### config.mk
export PLATFORM = sky130hd
export DESIGN_NAME = tmr_slave_timer
export DESIGN_NICKNAME = d
export VERILOG_FILES = /design/src/rtl/tmr_slave_pkg.sv /design/src/rtl/tmr_trig_mux.sv /design/src/rtl/tmr_slave_ctrl.sv /design/src/rtl/tmr_count_core.sv /design/src/rtl/tmr_slave_timer.sv
export SDC_FILE = /design/constraint.sdc
export NUM_CORES = 1
export LEC_CHECK = 0
export BUFFER_PORTS_ARGS = -buffer_cell sky130_fd_sc_hd__buf_2
export CAP_MARGIN = 25
export CORE_UTILIZATION = 30
export CTS_CLUSTER_DIAMETER = 30
export DETAILED_ROUTE_END_ITERATION = 12
export GPL_TIMING_DRIVEN = 0
export PLACE_DENSITY = 0.54
export SYNTH_ARGS = -nofsm -noshare
export SYNTH_HDL_FRONTEND = slang
export SYNTH_SLANG_ARGS = --single-unit
### constraint.sdc
create_clock -name clk -period 2.2 [get_ports clk]
set_clock_uncertainty 0.15 [all_clocks]
set_input_delay 0.22 -clock clk [delete_from_list [all_inputs] [get_ports clk]]
set_output_delay 0.22 -clock clk [all_outputs]
set_load 0.01 [all_outputs]
### src/rtl/tmr_slave_pkg.sv
package tmr_slave_pkg;

  localparam int MODE_W = 4;
  localparam int TSEL_W = 5;

  typedef enum logic [MODE_W-1:0] {
    SM_OFF    = 4'd0,
    SM_CLEAR  = 4'd4,
    SM_GATE   = 4'd5,
    SM_START  = 4'd6,
    SM_EXTCLK = 4'd7
  } smode_e;

  // Number of selectable sources for a given internal trigger count.
  function automatic int src_count(int n_itr);
    return n_itr + 3;
  endfunction

  function automatic logic tsel_ok(logic [TSEL_W-1:0] sel, int n_itr);
    return int'(sel) < src_count(n_itr);
  endfunction

  // Reserved mode codes, or a missing trigger, fall back to free running.
  function automatic smode_e mode_decode(logic [MODE_W-1:0] raw, logic sel_valid);
    smode_e m;
    m = SM_OFF;
    if (sel_valid) begin
      case (raw)
        4'd4: m = SM_CLEAR;
        4'd5: m = SM_GATE;
        4'd6: m = SM_START;
        4'd7: m = SM_EXTCLK;
        default: m = SM_OFF;
      endcase
    end
    return m;
  endfunction

endpackage

### src/rtl/tmr_trig_mux.sv
module tmr_trig_mux
  import tmr_slave_pkg::*;
#(
  parameter int N_ITR = 4
) (
  input  logic              clk,
  input  logic              rst_n,
  input  logic [TSEL_W-1:0] tsel,
  input  logic [N_ITR-1:0]  itr,
  input  logic              ti1,
  input  logic              ti1f,
  input  logic              ti2f,
  output logic              trg,
  output logic              sel_valid
);

  localparam int SEL_ED  = N_ITR;
  localparam int SEL_T1F = N_ITR + 1;
  localparam int SEL_T2F = N_ITR + 2;

  logic ti1_q;
  logic ti1_chg;

  always_ff @(posedge clk or negedge rst_n) begin
    if (!rst_n) ti1_q <= 1'b0;
    else        ti1_q <= ti1;
  end

  assign ti1_chg   = ti1 ^ ti1_q;
  assign sel_valid = tsel_ok(tsel, N_ITR);

  always_comb begin
    trg = 1'b0;
    for (int i = 0; i < N_ITR; i++) begin
      if (tsel == TSEL_W'(i)) trg = itr[i];
    end
    if (tsel == TSEL_W'(SEL_ED))  trg = ti1_chg;
    if (tsel == TSEL_W'(SEL_T1F)) trg = ti1f;
    if (tsel == TSEL_W'(SEL_T2F)) trg = ti2f;
  end

  p_no_trig_bad_sel_r8: assert property (@(posedge clk) disable iff (!rst_n)
    !sel_valid |-> !trg);

  p_chg_pulse_r12: assert property (@(posedge clk) disable iff (!rst_n)
    (tsel == TSEL_W'(SEL_ED)) && (ti1 != ti1_q) |-> trg);

endmodule

### src/rtl/tmr_slave_ctrl.sv
module tmr_slave_ctrl
  import tmr_slave_pkg::*;
(
  input  logic   clk,
  input  logic   rst_n,
  input  smode_e mode,
  input  logic   msync,
  input  logic   cen,
  input  logic   trg,
  output logic   run,
  output logic   tick,
  output logic   clr,
  output logic   trgo
);

  logic trg_q, ev_q, cen_q, run_q;
  logic ev_raw, ev_eff, lvl_eff;
  logic cen_rise, cen_fall, start;

  always_ff @(posedge clk or negedge rst_n) begin
    if (!rst_n) begin
      trg_q <= 1'b0;
      ev_q  <= 1'b0;
      cen_q <= 1'b0;
    end else begin
      trg_q <= trg;
      ev_q  <= ev_raw;
      cen_q <= cen;
    end
  end

  assign ev_raw   = trg & ~trg_q;
  assign ev_eff   = msync ? ev_q  : ev_raw;
  assign lvl_eff  = msync ? trg_q : trg;
  assign cen_rise = cen & ~cen_q;
  assign cen_fall = ~cen & cen_q;
  assign start    = (mode == SM_START) & ev_eff;

  always_ff @(posedge clk or negedge rst_n) begin
    if (!rst_n)                 run_q <= 1'b0;
    else if (cen_fall)          run_q <= 1'b0;
    else if (cen_rise || start) run_q <= 1'b1;
  end

  always_comb begin
    case (mode)
      SM_GATE:   tick = run_q & lvl_eff;
      SM_EXTCLK: tick = run_q & ev_eff;
      default:   tick = run_q;
    endcase
  end

  assign clr  = (mode == SM_CLEAR) & ev_eff;
  assign run  = run_q;
  assign trgo = ev_q;

  p_trgo_follows_edge_r9: assert property (@(posedge clk) disable iff (!rst_n)
    ev_raw |=> trgo);

  p_start_sets_run_r5: assert property (@(posedge clk) disable iff (!rst_n)
    start && !cen_fall |=> run);

  p_cen_fall_stops_r11: assert property (@(posedge clk) disable iff (!rst_n)
    cen_fall |=> !run);

  p_gate_low_no_tick_r4: assert property (@(posedge clk) disable iff (!rst_n)
    (mode == SM_GATE) && !lvl_eff |-> !tick);

endmodule

### src/rtl/tmr_count_core.sv
module tmr_count_core #(
  parameter int CNT_W = 16
) (
  input  logic             clk,
  input  logic             rst_n,
  input  logic             tick,
  input  logic             clr,
  input  logic             run,
  input  logic [CNT_W-1:0] arr,
  output logic [CNT_W-1:0] cnt,
  output logic             upd
);

  logic [CNT_W-1:0] cnt_q, arr_sh;
  logic             upd_q, at_top, upd_ev;

  function automatic logic [CNT_W-1:0] step_val(logic [CNT_W-1:0] c, logic top);
    return top ? '0 : c + 1'b1;
  endfunction

  assign at_top = (cnt_q == arr_sh);
  assign upd_ev = clr | (tick & at_top);

  always_ff @(posedge clk or negedge rst_n) begin
    if (!rst_n) begin
      cnt_q <= '0;
      upd_q <= 1'b0;
    end else begin
      upd_q <= upd_ev;
      if (clr)       cnt_q <= '0;
      else if (tick) cnt_q <= step_val(cnt_q, at_top);
    end
  end

  always_ff @(posedge clk or negedge rst_n) begin
    if (!rst_n)               arr_sh <= '0;
    else if (!run || upd_ev)  arr_sh <= arr;
  end

  assign cnt = cnt_q;
  assign upd = upd_q;

  p_upd_at_zero_r2: assert property (@(posedge clk) disable iff (!rst_n)
    upd |-> cnt == '0);

  p_step_one_r2: assert property (@(posedge clk) disable iff (!rst_n)
    tick && !clr && (cnt != arr_sh) |=> cnt == CNT_W'($past(cnt) + 1'b1));

  p_clear_r3: assert property (@(posedge clk) disable iff (!rst_n)
    clr |=> (cnt == '0) && upd);

  p_idle_hold_r4: assert property (@(posedge clk) disable iff (!rst_n)
    !tick && !clr |=> $stable(cnt) && !upd);

  p_shadow_hold_r10: assert property (@(posedge clk) disable iff (!rst_n)
    run && !clr && !tick |=> $stable(arr_sh));

endmodule

### src/rtl/tmr_slave_timer.sv
module tmr_slave_timer
  import tmr_slave_pkg::*;
#(
  parameter int CNT_W = 16,
  parameter int N_ITR = 4
) (
  input  logic             clk,
  input  logic             rst_n,
  input  logic [2:0]       mode_lo,
  input  logic             mode_hi,
  input  logic [2:0]       tsel_lo,
  input  logic [1:0]       tsel_hi,
  input  logic             msync,
  input  logic             cen,
  input  logic [CNT_W-1:0] arr,
  input  logic [N_ITR-1:0] itr,
  input  logic             ti1,
  input  logic             ti1f,
  input  logic             ti2f,
  output logic [CNT_W-1:0] cnt,
  output logic             upd,
  output logic             trgo
);

  logic [MODE_W-1:0] mode_raw;
  logic [TSEL_W-1:0] tsel;
  logic              trg, sel_valid;
  smode_e            mode;
  logic              run, tick, clr;

  assign mode_raw = {mode_hi, mode_lo};
  assign tsel     = {tsel_hi, tsel_lo};
  assign mode     = mode_decode(mode_raw, sel_valid);

  tmr_trig_mux #(.N_ITR(N_ITR)) u_mux (
    .clk(clk), .rst_n(rst_n), .tsel(tsel), .itr(itr),
    .ti1(ti1), .ti1f(ti1f), .ti2f(ti2f),
    .trg(trg), .sel_valid(sel_valid)
  );

  tmr_slave_ctrl u_ctrl (
    .clk(clk), .rst_n(rst_n), .mode(mode), .msync(msync), .cen(cen),
    .trg(trg), .run(run), .tick(tick), .clr(clr), .trgo(trgo)
  );

  tmr_count_core #(.CNT_W(CNT_W)) u_core (
    .clk(clk), .rst_n(rst_n), .tick(tick), .clr(clr), .run(run),
    .arr(arr), .cnt(cnt), .upd(upd)
  );

  p_reserved_free_run_r8: assert property (@(posedge clk) disable iff (!rst_n)
    (mode == SM_OFF) |-> (tick == run) && !clr);

endmodule

==> out/qor.yml <==
sta:
  rsz0062_at_grt: "yes"
  worst_slew_pin_slew_ns: 0.8870
  setup_ws_ns: -0.03074
  hold_viol: 0
  timing.final.crit_share: 1.014
  holdWs_ns: 0.1565
  min_period_ns: 2.231
  maxSlewHeadroom: 0.4087
  finalSetupTns_ns: -0.2542
  slew_violations: 0
  fmaxAchievable_ghz: 0.4483
  setup_viol: 10
synthesis:
  async_flop_share: 1.000
  synth_ff_type: "dfrtp_1"
  syn_avg_cell_area_um2: 10.55
  ys_ff_latch: 38
  ys_seq_area_frac: 0.4398
  synth-edff-count: 0
  syn-instance-count: 205
  ys_types: 42
  yosys_warnings: 0
  syn_nets: 242
  post_synth_instance_area_mm2: 0.002162
clocking:
  insertion_delay_ns: 0.30
  cts-root-buf: "clkbuf_8"
  htreeDepth: 2
  clk_pin_slew_ns: 0.08
  cts_buffer_depth: 2
  clock_sinks: 38
  numCtsBuffers: 5
  cts_tree: "yes"
status:
  outcome: "finished with violations"
  violations: "setup timing"
placed_design:
  place_area_mm2: 0.002562
  dp_hpwl_mm: 3.767
  place_inst: 354
  place.gp.congestion: 0.7546
  pre_cts_slack_ns: -0.6471
  port_buffers: 53
global_routing:
  antenna_found_initial: 0
  overflow: 0
  grt_max_degree: 39
  grt_pass1_wl_mm: 9.742
  grt_pass1_vias: 1966
  grt_usage: 0.1709
drt:
  via_per_inst: 4.912
  wl_per_cell_um: 14.76
  first_pass_iters: 6
  drc: 0
  wirelength_mm: 6.023
  ant_nets: 0
  vias: 2004
  dr.first_iter.drc_count: 112
floorplanning:
  die_x_um: 86.90
  die_y_um: 86.90
  die_area_mm2: 0.007551
  io_pins: 54
  core_mm2: 0.006869
  start_util: 0.3148
  rows: 30
critical_path:
  r2r_start: "u_core.cnt[3]"
  cp_cell_sequence: "xnor2_2, nand4_1, nor4_4, buf_4, a211oi_4, buf_6, buf_12, mux2_4"
  worstSetupPathType: "reg2reg"
  crit_slowest_cell: "dfrtp_2"
  cp_max_fo: 5
  startpoint: "u_core.cnt[3]"
  rr_worst_depth: 8
  critPathRequiredTime_ns: 2.24
  critical_path.startpoint_type: "flop"
  reg2reg_slack_ns: -0.03
  reg2reg_to: "u_core.arr_sh[8]"
  cp-end-kind: "flop"
  arrival_ns: 2.27
  max_stage_delay_ns: 0.47
  cp-endpoint: "u_core.arr_sh[8]"
pwr:
  p_total_mw: 2.203
  power_frac_comb: 0.335
  p_int_mw: 1.486
  max-vdd-ir-drop_uv: 275.9
  pwr-share-seq: 0.427
  power.share.clock: 0.237
  swShare: 0.3256
  power_density_mw_per_mm2: 664.0
  p_leak_nw: 1.428
  power.switching_mw: 0.7173
finish:
  fin_area_mm2: 0.003318
  area_delta_synth_final_pct: 53.47
  drive_above_1_share: 0.5353
  antennaDiodeCount: 0
  finalCoreUtilization: 0.4831
  multiInputGateArea_mm2: 0.001361
  seqCellArea_um2: 965.9
  fin_cells: 408
  final_common_cell: "buf_2"
  final_cell_mix: "53 x buf_2, 26 x dfrtp_1, 22 x buf_4"
  nFillCells: 659
  layout.nets: 348
hold_path:
  hold_class: "in2reg"
job:
  cap_violations: 0
[critical path: cells and delay by family, from the launching register on]
| kind | cells | cell delay [ns] |
|---|---|---|
| simple gates | 2 | 0.55 |
| flops | 1 | 0.47 |
| buf+inv | 3 | 0.46 |
| mux | 1 | 0.29 |
| xor+xnor | 1 | 0.15 |
| compound gates | 1 | 0.06 |
[state kept, by name, summed over array words and instances, names as in the netlist]
signal / flops
u_core.upd: 1
u_ctrl.cen_q: 1
u_core.arr_sh: 16
u_mux.ti1_q: 1
u_ctrl.trg_q: 1
u_ctrl.run: 1
u_ctrl.trgo: 1
u_core.cnt: 16
[power groups by stage]
stage / combinational, mW / clock (mW) / sequential, mW
2_1_floorplan: 0.319 / 0 / 0.921
3_3_place_gp: 0.494 / 0 / 0.934
3_5_place_dp: 0.505 / 0 / 0.935
4_1_cts: 0.610 / 0.534 / 0.934
5_1_grt: 0.803 / 0.567 / 0.955
6_report: 0.739 / 0.523 / 0.942
[per-layer routing]
metal | vias to the layer above | global-route usage | share of wire
li1 | 969 | - | -
met1 | 978 | 0.2360 | 0.49
met2 | 51 | 0.2641 | 0.46
met3 | 6 | 0.03412 | 0.040
met4 | 0 | 0.06364 | 0.013
met5 | - | 0 | 0
[how the worst min path moves through the flow]
stage                     cells past startpoint               end       start
after detailed placement                      1       u_mux.ti1_q         ti1
final                                         3        u_core.upd  mode_lo[0]
after CTS                                     2  u_core.arr_sh[3]      arr[3]
after global routing                          3        u_core.upd  mode_lo[0]
after global placement                        1       u_mux.ti1_q         ti1
after floorplan                               0  u_core.arr_sh[0]       rst_n
[Yosys cell counts (2+ instances only)]
library cell,instances,area share
a21oi_1,18,0.042
a31oi_1,3,0.0087
and2_1,2,0.0058
and3_1,5,0.014
clkbuf_1,4,0.0069
dfrtp_1,38,0.44
inv_1,4,0.0069
mux2_2,6,0.031
mux2_4,10,0.069
nand2_1,11,0.019
nand3_1,7,0.016
nand4_1,7,0.020
nor2_1,11,0.019
nor2b_1,5,0.014
nor3_1,3,0.0069
nor4_1,2,0.0058
o21ai_0,15,0.035
o21bai_1,2,0.0069
or3_1,6,0.017
or3b_2,5,0.020
or4_1,4,0.014
xnor2_1,17,0.069
[layout make-up]
cell class                      instances  share of cell area
Clock buffer                            6             0.02489
Multi-Input combinational cell        157              0.4103
Tap cell                               96             0.03620
Sequential cell                        38              0.2911
Clock inverter                          2            0.003771
Buffer                                  5             0.01885
Inverter                                4            0.004525
Timing Repair Buffer                  100              0.2104
[what timing repair did]
action	in CTS	in global routing
pin swaps	12	20
buffers inserted	15	12
hold buffers	18	1
endpoints found under the setup margin	33	33
resized for setup	36	46
cloned	2	0
endpoints found under the hold margin	55	1
[cell families after synthesis]
group                      share of synthesized area
xor gates and xnor gates                     0.06886
AOI/OAI and AO/OA                             0.1383
buffers and inverters                        0.02546
and+or+nand+nor                               0.2106
muxes                                         0.1111
adders and majority gates                   0.005786
DFF                                           0.4398
(Power assumes the default switching activity.)
